[src/rtl/ccdSeqPkg.sv]
package ccdSeqPkg;

  typedef enum logic [1:0] {
    ST_WAIT  = 2'd0,
    ST_ARMED = 2'd1,
    ST_POST  = 2'd2,
    ST_READ  = 2'd3
  } seqState_t;

  // strobes from control to datapath
  typedef struct packed {
    logic aGo;     // start an A pulse train this edge
    logic aLast;   // that sample closes a row
    logic inRead;  // slow readout active
    logic pipe;    // short-pipe override
  } seqStrobe_t;

endpackage

[src/rtl/ccdSeqCtrl.sv]
module ccdSeqCtrl
  import ccdSeqPkg::*;
#(
  parameter int ROW_LEN = 8,
  parameter int CNT_W   = 8
) (
  input  logic             clk,
  input  logic             rst,
  input  logic             sampleTick,
  input  logic             pipeMode,
  input  logic             arm,
  input  logic             trig,
  input  logic [CNT_W-1:0] postCount,
  input  logic             readEnd,
  output seqStrobe_t       strobe,
  output logic             readout,
  output logic             done
);

  localparam int SLOT_W = (ROW_LEN > 1) ? $clog2(ROW_LEN) : 1;

  seqState_t         state;
  logic [SLOT_W-1:0] slot;
  logic [CNT_W-1:0]  postCnt;
  logic [CNT_W:0]    postNext;
  logic              tickEn;
  logic              lastSlot;

  assign tickEn   = sampleTick && !pipeMode && (state != ST_READ);
  assign lastSlot = (slot == SLOT_W'(ROW_LEN - 1));
  assign postNext = {1'b0, postCnt} + 1'b1;
  assign readout  = (state == ST_READ);

  always_comb begin
    strobe.aGo    = tickEn;
    strobe.aLast  = lastSlot;
    strobe.inRead = readout;
    strobe.pipe   = pipeMode;
  end

  always_ff @(posedge clk) begin
    if (rst) begin
      state   <= ST_WAIT;
      slot    <= '0;
      postCnt <= '0;
      done    <= 1'b0;
    end else begin
      done <= 1'b0;
      if (tickEn) slot <= lastSlot ? '0 : slot + 1'b1;
      case (state)
        ST_WAIT:  if (arm && !pipeMode) state <= ST_ARMED;
        ST_ARMED: if (trig && !pipeMode) begin
          state   <= ST_POST;
          postCnt <= '0;
        end
        ST_POST: if (tickEn) begin
          if (postNext >= {1'b0, postCount} && lastSlot) state <= ST_READ;
          else if (postCnt != '1) postCnt <= postCnt + 1'b1;
        end
        ST_READ: if (readEnd) begin
          state <= ST_WAIT;
          done  <= 1'b1;
        end
        default: state <= ST_WAIT;
      endcase
    end
  end

endmodule

[src/rtl/ccdSeqPath.sv]
module ccdSeqPath
  import ccdSeqPkg::*;
#(
  parameter int HALF_DIV = 100,
  parameter int READ_LEN = 32,
  parameter int ROW_LEN  = 8
) (
  input  logic       clk,
  input  logic       rst,
  input  seqStrobe_t strobe,
  output logic       readEnd,
  output logic       clkA1,
  output logic       clkA2,
  output logic       xferIn,
  output logic       clkB1,
  output logic       clkB2,
  output logic       clkC1,
  output logic       clkC2,
  output logic       clkReset
);

  localparam int DIV    = 2 * HALF_DIV;
  localparam int DIV_W  = $clog2(DIV);
  localparam int CYC_W  = (READ_LEN > 1) ? $clog2(READ_LEN) : 1;
  localparam int STAGES = 4;

  logic [STAGES-1:0] goPipe;
  logic [STAGES-1:0] lastPipe;
  logic [DIV_W-1:0]  divCnt;
  logic [CYC_W-1:0]  cycIdx;
  logic              divRun;
  logic              cHi;
  logic              rowEdge;

  // fill pulse train: one stage per output slot
  always_ff @(posedge clk) begin
    if (rst) begin
      goPipe   <= '0;
      lastPipe <= '0;
    end else begin
      goPipe   <= {goPipe[STAGES-2:0], strobe.aGo};
      lastPipe <= {lastPipe[STAGES-2:0], strobe.aGo && strobe.aLast};
    end
  end

  // slow-rate divider and C-cycle index
  assign divRun = strobe.inRead || strobe.pipe;

  always_ff @(posedge clk) begin
    if (rst || !divRun) begin
      divCnt <= '0;
      cycIdx <= '0;
    end else if (divCnt == DIV_W'(DIV - 1)) begin
      divCnt <= '0;
      cycIdx <= (cycIdx == CYC_W'(READ_LEN - 1)) ? '0 : cycIdx + 1'b1;
    end else begin
      divCnt <= divCnt + 1'b1;
    end
  end

  assign cHi     = (divCnt < DIV_W'(HALF_DIV));
  assign rowEdge = strobe.inRead && ((32'(cycIdx) % ROW_LEN) == ROW_LEN - 1);
  assign readEnd = strobe.inRead && (divCnt == DIV_W'(DIV - 1))
                   && (cycIdx == CYC_W'(READ_LEN - 1));

  always_comb begin
    clkA1    = goPipe[0] && !strobe.pipe;
    clkA2    = goPipe[1] && !lastPipe[1] && !strobe.pipe;
    clkC1    = divRun ? cHi : 1'b1;
    clkC2    = divRun ? !cHi : 1'b1;
    clkReset = divRun && cHi;
    if (strobe.pipe) begin
      xferIn = cHi;
      clkB1  = cHi;
      clkB2  = !cHi;
    end else begin
      xferIn = lastPipe[1];
      clkB1  = lastPipe[2] || (rowEdge && divCnt == DIV_W'(0));
      clkB2  = lastPipe[3] || (rowEdge && divCnt == DIV_W'(1));
    end
  end

endmodule

[src/rtl/ccdPhaseSeq.sv]
module ccdPhaseSeq
  import ccdSeqPkg::*;
#(
  parameter int HALF_DIV = 100,
  parameter int READ_LEN = 32,
  parameter int ROW_LEN  = 8,
  parameter int CNT_W    = 8
) (
  input  logic             clk,
  input  logic             rst,
  input  logic             sampleTick,
  input  logic             pipeMode,
  input  logic             arm,
  input  logic             trig,
  input  logic [CNT_W-1:0] postCount,
  output logic             clkA1,
  output logic             clkA2,
  output logic             xferIn,
  output logic             clkB1,
  output logic             clkB2,
  output logic             clkC1,
  output logic             clkC2,
  output logic             clkReset,
  output logic             readout,
  output logic             done
);

  seqStrobe_t strobe;
  logic       readEnd;

  ccdSeqCtrl #(.ROW_LEN(ROW_LEN), .CNT_W(CNT_W)) u_ctrl (
    .clk(clk), .rst(rst), .sampleTick(sampleTick), .pipeMode(pipeMode),
    .arm(arm), .trig(trig), .postCount(postCount), .readEnd(readEnd),
    .strobe(strobe), .readout(readout), .done(done)
  );

  ccdSeqPath #(.HALF_DIV(HALF_DIV), .READ_LEN(READ_LEN), .ROW_LEN(ROW_LEN)) u_path (
    .clk(clk), .rst(rst), .strobe(strobe), .readEnd(readEnd),
    .clkA1(clkA1), .clkA2(clkA2), .xferIn(xferIn), .clkB1(clkB1),
    .clkB2(clkB2), .clkC1(clkC1), .clkC2(clkC2), .clkReset(clkReset)
  );

endmodule

[config.mk]
export PLATFORM = sky130hd
export DESIGN_NAME = ccdPhaseSeq
export DESIGN_NICKNAME = d
export VERILOG_FILES = /design/src/rtl/ccdSeqPkg.sv /design/src/rtl/ccdSeqCtrl.sv /design/src/rtl/ccdSeqPath.sv /design/src/rtl/ccdPhaseSeq.sv
export SDC_FILE = /design/constraint.sdc
export NUM_CORES = 1
export LEC_CHECK = 0
export ABC_AREA = 1
export CAP_MARGIN = 30
export CORE_ASPECT_RATIO = 0.75
export CORE_MARGIN = 2
export CORE_UTILIZATION = 59
export CTS_BUF_LIST = sky130_fd_sc_hd__clkbuf_8 sky130_fd_sc_hd__clkbuf_16
export DETAILED_ROUTE_END_ITERATION = 7
export PLACE_DENSITY = 0.94
export SLEW_MARGIN = 20
export SYNTH_ARGS = -nofsm -noshare
export SYNTH_HDL_FRONTEND = slang
export SYNTH_SLANG_ARGS = --single-unit
[constraint.sdc]
create_clock -name clk -period 3.4 [get_ports clk]
set_input_delay 1.02 -clock clk [delete_from_list [all_inputs] [get_ports clk]]
set_output_delay 1.02 -clock clk [all_outputs]
set_load 0.03 [all_outputs]
==> report_table.html <==
<table>
<tr><th>Metric</th><th>Value</th></tr>
<tr><th colspan="2">Timing</th></tr>
<tr><td>Final critical delay including setup and external delays</td><td>3110 ps</td></tr>
<tr><td>Skew final</td><td>3.37 ps</td></tr>
<tr><td>Setup repair after global routing missed its margin</td><td>no</td></tr>
<tr><td>Max Freq</td><td>0.322 GHz</td></tr>
<tr><td>Final setup vio count</td><td>0</td></tr>
<tr><td>Max-slew violation total from the final report</td><td>0</td></tr>
<tr><td>Post-Route Setup TNS</td><td>0 ps</td></tr>
<tr><td>Hold violation count in the final report</td><td>0</td></tr>
<tr><td>Post-route fraction of the period consumed by the critical path</td><td>0.913</td></tr>
<tr><td>Slew at the pin closest to its max-slew limit</td><td>522 ps</td></tr>
<tr><td>Slew headroom</td><td>0.650</td></tr>
<tr><th colspan="2">Detailed routing</th></tr>
<tr><td>Antenna-violating nets left</td><td>0</td></tr>
<tr><td>DRC marker count from the first detailed-route iteration</td><td>132</td></tr>
<tr><td>Residual DRC count</td><td>0</td></tr>
<tr><td>Number of vias in the routed layout</td><td>1847</td></tr>
<tr><td>Number of detailed-routing iterations run before antenna repair</td><td>4</td></tr>
<tr><td>Number of vias per cell after detailed routing</td><td>5.16</td></tr>
<tr><td>Total wire length</td><td>4050 um</td></tr>
<tr><td>Routed wirelength normalized by instance count</td><td>11.3 um</td></tr>
<tr><th colspan="2">Setup path</th></tr>
<tr><td>Startpoint Class</td><td>input port</td></tr>
<tr><td>Start-to-end type of the worst setup path</td><td>input port to output port</td></tr>
<tr><td>CP Capture Type</td><td>output port</td></tr>
<tr><td>Arrival @ worst endpoint</td><td>2090 ps</td></tr>
<tr><td>Maximum fanout count along the critical path</td><td>3</td></tr>
<tr><td>Launching point of the worst reg2reg path</td><td>u_ctrl.postCnt[0]</td></tr>
<tr><td>R2R Setup Slk</td><td>930 ps</td></tr>
<tr><td>FF-to-FF End</td><td>u_ctrl.postCnt[3]</td></tr>
<tr><td>Length in cells of the worst reg-to-reg path</td><td>14</td></tr>
<tr><td>Required time of the critical path</td><td>2380 ps</td></tr>
<tr><th colspan="2">Min path</th></tr>
<tr><td>Hold worst-path end</td><td>u_path.lastPipe[1]</td></tr>
<tr><td>Launch instance of the worst min-delay path</td><td>u_path.lastPipe[0]</td></tr>
<tr><td>Hold Crit Class</td><td>flop to flop</td></tr>
<tr><td>Cell depth of the worst hold path</td><td>2</td></tr>
<tr><th colspan="2">Layout</th></tr>
<tr><td>Net count reported at finish</td><td>352</td></tr>
<tr><td>Layout cells sized above 1</td><td>0.104</td></tr>
<tr><td>Number of fill cells</td><td>239</td></tr>
<tr><td>Design area</td><td>2400 sq um</td></tr>
<tr><td>Register cell area after layout</td><td>661 sq um</td></tr>
<tr><td>Area of combinational cells with multiple inputs</td><td>1140 sq um</td></tr>
<tr><td>Relative area change from synthesis to final layout</td><td>16.8%</td></tr>
<tr><td>Diodes inserted</td><td>0</td></tr>
<tr><th colspan="2">GRT</th></tr>
<tr><td>Largest net degree at the start of global routing</td><td>14</td></tr>
<tr><td>Remaining global-route overflow</td><td>0</td></tr>
<tr><td>Overall fraction of global-route tracks in use</td><td>0.229</td></tr>
<tr><td>Number of antenna violations at the first check in global routing</td><td>0</td></tr>
<tr><td>Number of global-route vias before repair</td><td>1599</td></tr>
<tr><td>Wire length of the first global-routing pass</td><td>6920 um</td></tr>
<tr><th colspan="2">Place</th></tr>
<tr><td>Placer Congestion</td><td>0.842</td></tr>
<tr><td>HPWL Detailed</td><td>3180 um</td></tr>
<tr><td>Count of buffers from port buffering</td><td>23</td></tr>
<tr><td>Post-place instance area</td><td>2290 sq um</td></tr>
<tr><th colspan="2">Logic synthesis</th></tr>
<tr><td>Count of flip-flops with a built-in enable after synthesis</td><td>0</td></tr>
<tr><td>Cell with the most instances after synthesis</td><td>sky130_fd_sc_hd__nand2_1</td></tr>
<tr><td>Seq/Total Area, Yosys</td><td>0.322</td></tr>
<tr><td>Cell Area, Synth</td><td>2050 sq um</td></tr>
<tr><td>Proportion of register bits with asynchronous set or reset after synthesis</td><td>0</td></tr>
<tr><td>Mean instance size in the synthesized netlist</td><td>7.10 sq um</td></tr>
<tr><td>Post-synthesis register bit count</td><td>33</td></tr>
<tr><td>Nets in the synthesized netlist</td><td>324</td></tr>
<tr><td>Dominant synthesized flop cell</td><td>sky130_fd_sc_hd__dfxtp_1</td></tr>
<tr><td>Synthesized instance count</td><td>289</td></tr>
<tr><td>Number of different library cells in the post-synthesis netlist</td><td>34</td></tr>
<tr><td>Leading area contributor after synthesis</td><td>sky130_fd_sc_hd__dfxtp_1</td></tr>
<tr><td>Fraction of post-synthesis cell area in the top cell type by area</td><td>0.322</td></tr>
<tr><td>Cell types with the highest counts after synthesis</td><td>sky130_fd_sc_hd__nand2_1 (62), sky130_fd_sc_hd__inv_1 (56), sky130_fd_sc_hd__nor2_1 (35), sky130_fd_sc_hd__dfxtp_1 (33), sky130_fd_sc_hd__ha_1 (21)</td></tr>
<tr><td>Synth area leaders</td><td>sky130_fd_sc_hd__dfxtp_1 (32%), sky130_fd_sc_hd__ha_1 (13%), sky130_fd_sc_hd__nand2_1 (11%)</td></tr>
<tr><td>Yosys warning count</td><td>0</td></tr>
<tr><th colspan="2">Clock network</th></tr>
<tr><td>Hold-fix buffers, CTS</td><td>0</td></tr>
<tr><td>Num Clock Sinks</td><td>33</td></tr>
<tr><td>Register clock-pin slew on the reported worst setup and hold paths</td><td>70 ps</td></tr>
<tr><td>Cell at the root of the clock tree</td><td>sky130_fd_sc_hd__clkbuf_8</td></tr>
<tr><td>Insertion delay of the later-clocked pin in the worst-skew pair</td><td>290 ps</td></tr>
<tr><td>CTS tree</td><td>done</td></tr>
<tr><td>Maximum count of clock buffers along a single path</td><td>2</td></tr>
<tr><td>TritonCTS buffer count</td><td>5</td></tr>
<tr><td>Setup fix buffers added after clock tree synthesis</td><td>0</td></tr>
<tr><td>H-tree levels</td><td>2</td></tr>
<tr><td># resized after CTS</td><td>0</td></tr>
<tr><th colspan="2">Die</th></tr>
<tr><td>Die area</td><td>3970 sq um</td></tr>
<tr><td>IO Count</td><td>24</td></tr>
<tr><td>Core ar.</td><td>3310 sq um</td></tr>
<tr><td>Horizontal extent of the die</td><td>72.1 um</td></tr>
<tr><td>Number of standard-cell rows in the floorplan</td><td>18</td></tr>
<tr><td>Initial core utilization</td><td>0.619</td></tr>
<tr><td>Height of the die</td><td>55.1 um</td></tr>
<tr><th colspan="2">Power and ir drop</th></tr>
<tr><td>Cell area power density</td><td>641 nW/um^2</td></tr>
<tr><td>Lkg Pwr</td><td>1.18 nW</td></tr>
<tr><td>Peak VDD IR</td><td>0.418 mV</td></tr>
<tr><th colspan="2">Run status</th></tr>
<tr><td>Outcome</td><td>finished clean</td></tr>
<tr><th colspan="2">Run</th></tr>
<tr><td>Max-cap viol count</td><td>0</td></tr>
</table>
## sequential cells by signal, summed over array words and instances, names as in the netlist
signal	cells
u_ctrl.done	1
u_ctrl.postCnt	8
u_ctrl.slot	3
u_ctrl.state	2
u_path.cycIdx	5
u_path.divCnt	8
u_path.goPipe	2
u_path.lastPipe	4
## logic make-up after synthesis
| family | count (synthesis) | share of synthesized area |
|---|---|---|
| compound gates | 30 | 0.0921 |
| xor+xnor | 4 | 0.0171 |
| fa+ha+maj | 21 | 0.128 |
| buf+inv | 63 | 0.121 |
| flops | 33 | 0.322 |
| simple gates | 138 | 0.319 |
## worst max-delay path: stages
cell	delay (ps)
sky130_fd_sc_hd__clkdlybuf4s50_1	480
sky130_fd_sc_hd__inv_1	70
sky130_fd_sc_hd__nor2_1	140
sky130_fd_sc_hd__inv_1	70
sky130_fd_sc_hd__o21ai_0	100
sky130_fd_sc_hd__buf_4	200
## layout make-up
type                            count  share of cell area
Sequential cell                    33               0.276
Clock buffer                        7              0.0402
Tap cell                           40              0.0209
Inverter                           60              0.0940
Timing Repair Buffer               24              0.0909
Multi-Input combinational cell    193               0.476
Clock inverter                      1             0.00209
## report_power, final
part	internal [mW]	switching, mW	leakage (nW)	total, mW
clock network	0.183	0.145	0.0542	0.328
logic	0.279	0.427	0.853	0.706
registers	0.451	0.0510	0.268	0.502
## cells in the final DEF, fill, tap and decap left out, drive strengths merged
cell	n
a21oi	14
clkbuf	7
o31ai	1
dfxtp	33
nand4	11
or2	1
nand3	15
clkinv	3
nor2	37
nor3b	4
clkdlybuf4s50	15
ha	21
a31oi	1
inv	58
xor2	4
o211ai	1
nor4	2
o211a	2
nand2	65
o21ai	11
buf	9
nor3	2
and3	1
## worst max path at each step
stage | from | to | slack [ps]
2_1_floorplan | pipeMode | clkC2 | 560
3_3_place_gp | pipeMode | xferIn | 320
3_5_place_dp | pipeMode | xferIn | 320
4_1_cts | pipeMode | xferIn | 300
5_1_grt | pipeMode | xferIn | 200
6_report | pipeMode | xferIn | 290
## metal layers
metal	routed length, um	vias up	track usage
li1	-	969	-
met1	1970	818	0.295
met2	1760	53	0.375
met3	252	7	0.0580
met4	66	0	0.0912
met5	0	-	0
## per-stage QoR
stage / hold slack [ps] / instances / power, mW / worst slack (ps) / utilization
global route: 417 / 358 / 1.67 / 204 / 0.724
finish: 411 / 358 / 1.54 / 294 / 0.724
detailed placement: 399 / 350 / 1.21 / 318 / 0.693
CTS: 410 / 358 / 1.54 / 301 / 0.724
global placement: 391 / 350 / 1.18 / 323 / 0.693
floorplan: 388 / 289 / 1.06 / 560 / -
No activity file was read; power rests on OpenSTA's default activity.
